**src/rtl/mrl_pkg.sv**
```systemverilog
package mrl_pkg;

   typedef enum logic [2:0] {
      ST_IDLE   = 3'd0,
      ST_HOLD_A = 3'd1,
      ST_LOAD_A = 3'd2,
      ST_GAP_A  = 3'd3,
      ST_HOLD_B = 3'd4,
      ST_LOAD_B = 3'd5,
      ST_GAP_B  = 3'd6
   } mrl_state_e;

   typedef struct packed {
      logic cs_n;
      logic ras_n;
      logic cas_n;
      logic we_n;
   } mrl_cmd_t;

   localparam mrl_cmd_t CMD_DESEL = 4'b1111;
   localparam mrl_cmd_t CMD_NOP   = 4'b0111;
   localparam mrl_cmd_t CMD_LMR   = 4'b0000;

   // bank bit that steers a load to the extended register
   localparam int EXT_BA_BIT = 1;

   function automatic logic is_gap(input mrl_state_e s);
      return (s == ST_GAP_A) || (s == ST_GAP_B);
   endfunction

   function automatic logic is_load(input mrl_state_e s);
      return (s == ST_LOAD_A) || (s == ST_LOAD_B);
   endfunction

endpackage

```
**src/rtl/mrl_gap_timer.sv**
```systemverilog
module mrl_gap_timer #(
   parameter int GAP_CYC = 2
) (
   input  logic clk,
   input  logic rst_n,
   input  logic load,
   input  logic run,
   output logic expired
);

   localparam int CNT_W = (GAP_CYC > 2) ? $clog2(GAP_CYC) : 1;
   localparam logic [CNT_W-1:0] START_VAL = CNT_W'(GAP_CYC - 1);

   logic [CNT_W-1:0] cnt_q;

   always_ff @(posedge clk or negedge rst_n) begin
      if (!rst_n) begin
         cnt_q <= '0;
      end else if (load) begin
         cnt_q <= START_VAL;
      end else if (run && (cnt_q != '0)) begin
         cnt_q <= cnt_q - 1'b1;
      end
   end

   assign expired = (cnt_q == '0);

endmodule

```
**src/rtl/mrl_ctrl.sv**
```systemverilog
module mrl_ctrl
   import mrl_pkg::*;
(
   input  logic       clk,
   input  logic       rst_n,
   input  logic       start_req,
   input  logic       safe,
   input  logic       abort,
   input  logic       gap_done,
   output mrl_state_e state,
   output logic       gap_load,
   output logic       gap_run,
   output logic       cap_en,
   output logic       valid
);

   mrl_state_e st_q, st_d;

   always_comb begin
      st_d     = st_q;
      gap_load = 1'b0;
      cap_en   = 1'b0;
      case (st_q)
         ST_IDLE: begin
            if (start_req) begin
               st_d   = ST_HOLD_A;
               cap_en = 1'b1;
            end
         end
         ST_HOLD_A: if (safe) st_d = ST_LOAD_A;
         ST_LOAD_A: begin
            st_d     = ST_GAP_A;
            gap_load = 1'b1;
         end
         ST_GAP_A:  if (gap_done) st_d = ST_HOLD_B;
         ST_HOLD_B: if (safe) st_d = ST_LOAD_B;
         ST_LOAD_B: begin
            st_d     = ST_GAP_B;
            gap_load = 1'b1;
         end
         ST_GAP_B:  if (gap_done) st_d = ST_IDLE;
         default:   st_d = ST_IDLE;
      endcase
      if (abort) begin
         st_d     = ST_IDLE;
         gap_load = 1'b0;
         cap_en   = 1'b0;
      end
   end

   always_ff @(posedge clk or negedge rst_n) begin
      if (!rst_n) begin
         st_q <= ST_IDLE;
      end else begin
         st_q <= st_d;
      end
   end

   always_ff @(posedge clk or negedge rst_n) begin
      if (!rst_n) begin
         valid <= 1'b0;
      end else if (abort) begin
         valid <= 1'b0;
      end else if ((st_q == ST_IDLE) && start_req) begin
         valid <= 1'b0;
      end else if ((st_q == ST_GAP_B) && gap_done) begin
         valid <= 1'b1;
      end
   end

   assign state   = st_q;
   assign gap_run = is_gap(st_q);

endmodule

```
**src/rtl/mrl_cmd_drive.sv**
```systemverilog
module mrl_cmd_drive
   import mrl_pkg::*;
#(
   parameter int ADDR_W = 13,
   parameter int BA_W   = 2
) (
   input  mrl_state_e        state,
   input  logic              swap,
   input  logic [ADDR_W-1:0] std_q,
   input  logic [ADDR_W-1:0] ext_q,
   output mrl_cmd_t          cmd,
   output logic [BA_W-1:0]   ba,
   output logic [ADDR_W-1:0] addr
);

   localparam logic [BA_W-1:0] BA_STD = '0;
   localparam logic [BA_W-1:0] BA_EXT = BA_W'(1) << EXT_BA_BIT;

   logic sel_ext;

   always_comb begin
      sel_ext = 1'b0;
      if (state == ST_LOAD_A) sel_ext = swap;
      if (state == ST_LOAD_B) sel_ext = ~swap;
   end

   always_comb begin
      cmd  = CMD_DESEL;
      ba   = '0;
      addr = '0;
      if (is_load(state)) begin
         cmd  = CMD_LMR;
         ba   = sel_ext ? BA_EXT : BA_STD;
         addr = sel_ext ? ext_q : std_q;
      end else if (is_gap(state)) begin
         cmd = CMD_NOP;
      end
   end

endmodule

```
**src/rtl/modereg_loader.sv**
```systemverilog
module modereg_loader
   import mrl_pkg::*;
#(
   parameter int ADDR_W     = 13,
   parameter int BA_W       = 2,
   parameter int GAP_CYC    = 2,
   parameter int ORDER_MODE = 0
) (
   input  logic              clk,
   input  logic              rst_n,
   input  logic              start_req,
   input  logic              ext_first,
   input  logic [ADDR_W-1:0] std_val,
   input  logic [ADDR_W-1:0] ext_val,
   input  logic              banks_idle,
   input  logic              burst_busy,
   input  logic              dpd_enter,
   input  logic              pwr_lost,
   output logic              cs_n,
   output logic              ras_n,
   output logic              cas_n,
   output logic              we_n,
   output logic [BA_W-1:0]   ba,
   output logic [ADDR_W-1:0] addr,
   output logic              ready
);

   generate
      if (GAP_CYC < 2 || GAP_CYC > 15) begin : g_bad_gap
         $error("GAP_CYC must lie in 2..15");
      end
      if (BA_W < 2) begin : g_bad_ba
         $error("BA_W must be at least 2");
      end
      if (ADDR_W < 1) begin : g_bad_addr
         $error("ADDR_W must be positive");
      end
      if (ORDER_MODE < 0 || ORDER_MODE > 2) begin : g_bad_order
         $error("ORDER_MODE must be 0, 1 or 2");
      end
   endgenerate

   mrl_state_e        state;
   mrl_cmd_t          cmd;
   logic              safe, abort, gap_done, gap_load, gap_run, cap_en, valid;
   logic [ADDR_W-1:0] std_q, ext_q;
   logic              swap_q;

   assign safe  = banks_idle & ~burst_busy;
   assign abort = dpd_enter | pwr_lost;

   mrl_ctrl u_ctrl (
      .clk      (clk),
      .rst_n    (rst_n),
      .start_req(start_req),
      .safe     (safe),
      .abort    (abort),
      .gap_done (gap_done),
      .state    (state),
      .gap_load (gap_load),
      .gap_run  (gap_run),
      .cap_en   (cap_en),
      .valid    (valid)
   );

   mrl_gap_timer #(.GAP_CYC(GAP_CYC)) u_gap (
      .clk    (clk),
      .rst_n  (rst_n),
      .load   (gap_load),
      .run    (gap_run),
      .expired(gap_done)
   );

   always_ff @(posedge clk or negedge rst_n) begin
      if (!rst_n) begin
         std_q <= '0;
         ext_q <= '0;
      end else if (cap_en) begin
         std_q <= std_val;
         ext_q <= ext_val;
      end
   end

   generate
      if (ORDER_MODE == 0) begin : g_order_pin
         always_ff @(posedge clk or negedge rst_n) begin
            if (!rst_n) begin
               swap_q <= 1'b0;
            end else if (cap_en) begin
               swap_q <= ext_first;
            end
         end
      end else if (ORDER_MODE == 1) begin : g_order_std
         logic unused_order;
         assign unused_order = ext_first;
         assign swap_q = 1'b0;
      end else begin : g_order_ext
         logic unused_order;
         assign unused_order = ext_first;
         assign swap_q = 1'b1;
      end
   endgenerate

   mrl_cmd_drive #(.ADDR_W(ADDR_W), .BA_W(BA_W)) u_drive (
      .state(state),
      .swap (swap_q),
      .std_q(std_q),
      .ext_q(ext_q),
      .cmd  (cmd),
      .ba   (ba),
      .addr (addr)
   );

   assign cs_n  = cmd.cs_n;
   assign ras_n = cmd.ras_n;
   assign cas_n = cmd.cas_n;
   assign we_n  = cmd.we_n;
   assign ready = valid;

endmodule

```
**config.mk**
```make
export PLATFORM = sky130hd
export DESIGN_NAME = modereg_loader
export DESIGN_NICKNAME = d
export VERILOG_FILES = /design/src/rtl/mrl_pkg.sv /design/src/rtl/mrl_gap_timer.sv /design/src/rtl/mrl_ctrl.sv /design/src/rtl/mrl_cmd_drive.sv /design/src/rtl/modereg_loader.sv
export SDC_FILE = /design/constraint.sdc
export NUM_CORES = 1
export LEC_CHECK = 0
export CAP_MARGIN = 20
export CORE_ASPECT_RATIO = 1.4
export CORE_MARGIN = 2
export CORE_UTILIZATION = 36
export DETAILED_ROUTE_END_ITERATION = 7
export SYNTH_ARGS = -nofsm -noshare
export SYNTH_HDL_FRONTEND = slang
export SYNTH_SLANG_ARGS = --single-unit
```
**constraint.sdc**
```tcl
create_clock -name clk -period 2.4 [get_ports clk]
set_input_delay 0.72 -clock clk [delete_from_list [all_inputs] [get_ports clk]]
set_output_delay 0.72 -clock clk [all_outputs]
set_load 0.02 [all_outputs]
```
Word-level counts from Yosys, hierarchy flattened

Cells that the tools add are included.
Widths: inputs -> output; s select.

Logic and storage cells: 58
Register bits: 32

Equal/unequal tests: 11
$add $sub $neg: 1
Muxes and demuxes: 25
Bitwise gates (word level): 5
Reductions and logical operators: 10

Operators with widths:

| cell                | count |
|---|---|
| $mux 13             | 2 |
| $pmux 3 s7          | 1 |
| $mux 3              | 6 |
| $ne 3x3->1 const B  | 5 |
| $mux 1              | 12 |
| $eq 3x3->1 const B  | 3 |
| $mux 4              | 2 |
| $eq 3x2->1 const B  | 2 |
| $reduce_and 5->1    | 1 |
| $mux 2              | 2 |
| $eq 3x1->1 const B  | 1 |
| $logic_and 1x1->1   | 3 |
| $logic_not 3->1     | 1 |
| $not 1->1           | 3 |
| $reduce_bool 3->1   | 1 |
| $logic_or 1x1->1    | 2 |
| $reduce_bool 2->1   | 1 |
| $reduce_or 2->1     | 1 |
| $and 1x1->1         | 1 |
| $or 1x1->1          | 1 |
| $sub 1x1->1 const B | 1 |

Logic depth before layout (Yosys ltp)

Depth in word-level cells: 5
Depth in mapped cells: 5
Mapped depth without buffers: 4

Modules after synthesis

From an unflattened synthesis, not the netlist that was laid out.

Cells, all modules: 152
Area, all modules: 2031.9 µm²

Modules (own cells, without submodules):

| module         | area an instance (µm²) | times used | cells each | sequential area each (µm²) |
|---|---|---|---|---|
| modereg_loader | 1118.6                 | 1          | 59         | 675.6 |
| mrl_cmd_drive  | 533.0                  | 1          | 55         | 0.0 |
| mrl_ctrl       | 340.3                  | 1          | 35         | 100.1 |
| mrl_gap_timer  | 40.0                   | 1          | 3          | 25.0 |

Worst setup path after synthesis

OpenSTA, ideal clock, no wires.

Path type: register to output
Start: register u_ctrl.st_q[2] (netlist: u_ctrl.state[2])
End: output port addr[0]
Path buffers: 2
Data required time: 1.680 ns
Cell stages (with the launch flop): 6
Path slack: 0.248 ns
Arrival time: 1.432 ns
Cells stage by stage: dfrtp_1 > buf_2 > nand2b_1 > o22a_1 > buf_4 > nor2_1

Cells in the longest elaborated chain, start to end: 5
Elaborated cells between the ends (all ways): 7
Those cells by class: eq/ne (2); mux (4); reduce/logical (1)

Ends and longest elaborated chain:

| item                   | RTL line                           | source |
|---|---|---|
| from (decl)            | mrl_ctrl.sv:17                     | `mrl_state_e st_q, st_d;` |
| from (signal assigned) | mrl_ctrl.sv:55                     | `st_q <= st_d;` |
| $eq 3x2->1             | mrl_pkg.sv:32, mrl_cmd_drive.sv:23 |  |
| $mux 1                 | mrl_cmd_drive.sv:23                | `if (state == ST_LOAD_A) sel_ext = swap;` |
| $mux 1                 | mrl_cmd_drive.sv:24                | `if (state == ST_LOAD_B) sel_ext = ~swap;` |
| $mux 13                | mrl_cmd_drive.sv:34                | `addr = sel_ext ? ext_q : std_q;` |
| $mux 13 (*)            | mrl_cmd_drive.sv:31                | `if (is_load(state)) begin` |
| to (decl)              | modereg_loader.sv:24               | `output logic [ADDR_W-1:0] addr,` |

Mark *: on every way between the ends. The rest lies on a longest branch, timed or not.

Worst setup path after layout

Start: register u_ctrl.st_q[0] (netlist: u_ctrl.state[0])
End: output port addr[12]

The elaborated chain is that of the path after synthesis.

==> metrics.cfg <==
[logic_synthesis]
ys_warn_count = 0
synth.top_cell.area_share_pct = 46.6
ys_seq_area_share_pct = 46.6
syn_nets = 169
syn_area_um2 = 1720
synth_top_area_cell = dfrtp_1
yosysMostFrequentCell = dfrtp_1
yosysUniqueCellTypes = 31
synthCells = 135
synthTopCellsByArea = dfrtp_1 47%, mux2_4 17%, mux2i_1 7.6%
ys_top_cells_by_count = 32 x dfrtp_1, 20 x mux2_4, 19 x nor2_1, 13 x mux2i_1, 7 x mux2_2
syn_avg_cell_area_um2 = 12.7
dominantRegCellSynth = dfrtp_1
synth_edf_count = 0
ys_ff_latch = 32
async_flop_share_pct = 100

[power_and_ir_drop]
finalPower_uw = 1510
sequentialPowerShare_pct = 46.9
pwr-share-clk_pct = 32.7
p_comb_share_pct = 20.4
p_per_area_nw_per_um2 = 613
internal_power_uw = 1160
switching_share_pct = 22.8
max-vdd-ir-drop_v = 0.000322
power_leakage_uw = 0.00122
p_switching_uw = 345

[die]
initial_core_util_pct = 37.6
num_rows = 29
core_area_um2 = 4570
die_w_um = 62.4
dieHeight_um = 85.8
fp.dieArea_um2 = 5350
ios = 54

[hold_path]
min_from = ext_q[9]
min_to = ext_q[9]
whs_path_depth = 1
hp-class = flop to flop

[clock_network]
clock_latency_ns = 0.28
cts_max_level = 2
cts_tree = built
cts_root_buf = clkbuf_8
clk_path_buf_depth = 2
numCtsBuffers = 5
cts.clk_slew.worst_paths_ns = 0.07
holdBufCountCts = 0
clkSinkCount = 32

[timing]
period_minus_slack_ns = 2.48
fin_crit_sh_pct = 103
fin_skew_ns = 0.00601
rsz0062_at_grt = true
fmaxAchievable_ghz = 0.404
finalWorstSetupSlack_ns = -0.0769
finalHoldViolCount = 0
slew_viol_final = 0
setup_violations = 7

[final_layout]
drive_gt1_share_pct = 37.6
fillers = 422
fin_nets = 238
regArea_um2 = 801
post-route-util_pct = 53.9
fin_cells = 267
antenna_cells = 0
multi_input_area_um2 = 828
syn_to_final_growth_pct = 43.3

[routing]
detail_route.wl_per_cell_um = 14.4
drc = 0
dr.pass1.iters = 4
viasPerCell = 4.70
antenna_left = 0
wirelength_um = 3840
drt-initial-drc-count = 34
dr_total_vias = 1255

[worst_setup_path]
cp-start-kind = flop
cp-end-kind = output pin
rr_worst_depth = 7
ff2ff_setup_slack_ns = 0.52
worstSetupPathType = flop to output pin
crit_start = u_ctrl.state[0]
cp.required_ns = 1.68
crit_arrival_ns = 1.76
reg2reg_to = std_q[12]
worst-path-max-fanout = 3
r2r-start = u_ctrl.state[0]

[run]
max_cap_violations = 0

[grt]
grt_pass1_wl_um = 6290
grt_pass1_vias = 1315
track_usage_pct = 14.9
grt_max_degree = 33
gr-total-overflow = 0
grt_antenna_before_repair = 0

[outcome]
status = finished, violations left
violations = setup timing

[placed_design]
gp_congestion = 0.743
dp_slack_ns = -0.151
port_buffers = 52
dpl.hpwl_um = 2850
place_inst = 252

timing repair:
item / CTS / global route
endpoints found under the setup margin: 18 / 17
resized for setup: 55 / 13
setup buffers: 1 / 6
pin swaps: 0 / 4
area by class of cell:
cell class	count	area share, %
Sequential cell	32	32.5
Clock buffer	6	2.95
Timing Repair Buffer	72	26.1
Inverter	2	0.305
Clock inverter	2	1.42
Tap cell	62	3.15
Multi-Input combinational cell	91	33.6
state kept, by name, indices dropped and copies added, names as in the netlist:
name	cells
ext_q	13
std_q	13
swap_q	1
u_ctrl.state	3
u_ctrl.valid	1
u_gap.cnt_q	1
power by group through the flow:
stage	Clock, µW	Combinational, µW	Sequential, µW
6_report	494	308	707
5_1_grt	533	337	718
2_1_floorplan	0	205	693
3_3_place_gp	0	298	714
4_1_cts	510	307	707
3_5_place_dp	0	304	717
worst max-delay path: stages (launching register included):
cell and delay [ns]:
dfrtp_1 0.40, buf_4 0.15, nor2_4 0.13, a31oi_4 0.12, buf_4 0.15, buf_4 0.12, mux2i_1 0.10, nor2_1 0.14
buf_4 0.16
placed cells by master, fill, tap and decap left out, drive strengths merged:
cell,count
dfrtp,32
conb,1
nor4bb,1
and3,1
inv,2
and4bb,1
buf,33
xnor2,1
mux2i,13
o22ai,3
o211ai,2
o22a,1
dlygate4sd2,4
mux2,27
a31oi,2
nand2,4
or2,1
nor4b,1
clkbuf,7
nor2,20
nand4b,1
nor3,1
clkdlybuf4s50,34
nand2b,4
bufinv,1
a21oi,4
clkinv,1
nor2b,2
cells by family after synthesis:
| logic type | after synthesis | share of synthesized area (%) |
|---|---|---|
| flops | 32 | 46.6 |
| xor+xnor | 1 | 0.510 |
| buf+inv | 12 | 5.53 |
| mux | 40 | 29.6 |
| simple gates | 37 | 12.3 |
| compound gates | 12 | 5.24 |
| other cells | 1 | 0.218 |
metrics by stage:
step / TNS [ns] / cell area (µm²) / hold slack (ns)
after global placement: -0.971 / 2350 / 0.492
after global routing: -1.30 / 2460 / 0.524
final: -0.389 / 2460 / 0.507
after floorplan: 0 / 1720 / 0.424
after detailed placement: -1.57 / 2350 / 0.494
after CTS: -0.739 / 2430 / 0.509
layer usage:
layer	vias to the layer above	part of all wire [%]	track usage, %
met5	-	0	0
met4	0	1.0	4.24
met3	4	5.6	4.20
met2	49	51	26.7
met1	602	42	17.4
li1	600	-	-
worst max-delay path by stage:
| stage | end | slack (ns) | cells after the start |
|---|---|---|---|
| after floorplan | addr[0] | 0.25 | 5 |
| after global placement | addr[5] | -0.09 | 6 |
| after detailed placement | addr[5] | -0.15 | 6 |
| after CTS | addr[11] | -0.16 | 6 |
| after global routing | addr[8] | -0.17 | 7 |
| final | addr[12] | -0.08 | 8 |
(Power assumes the default switching activity.)
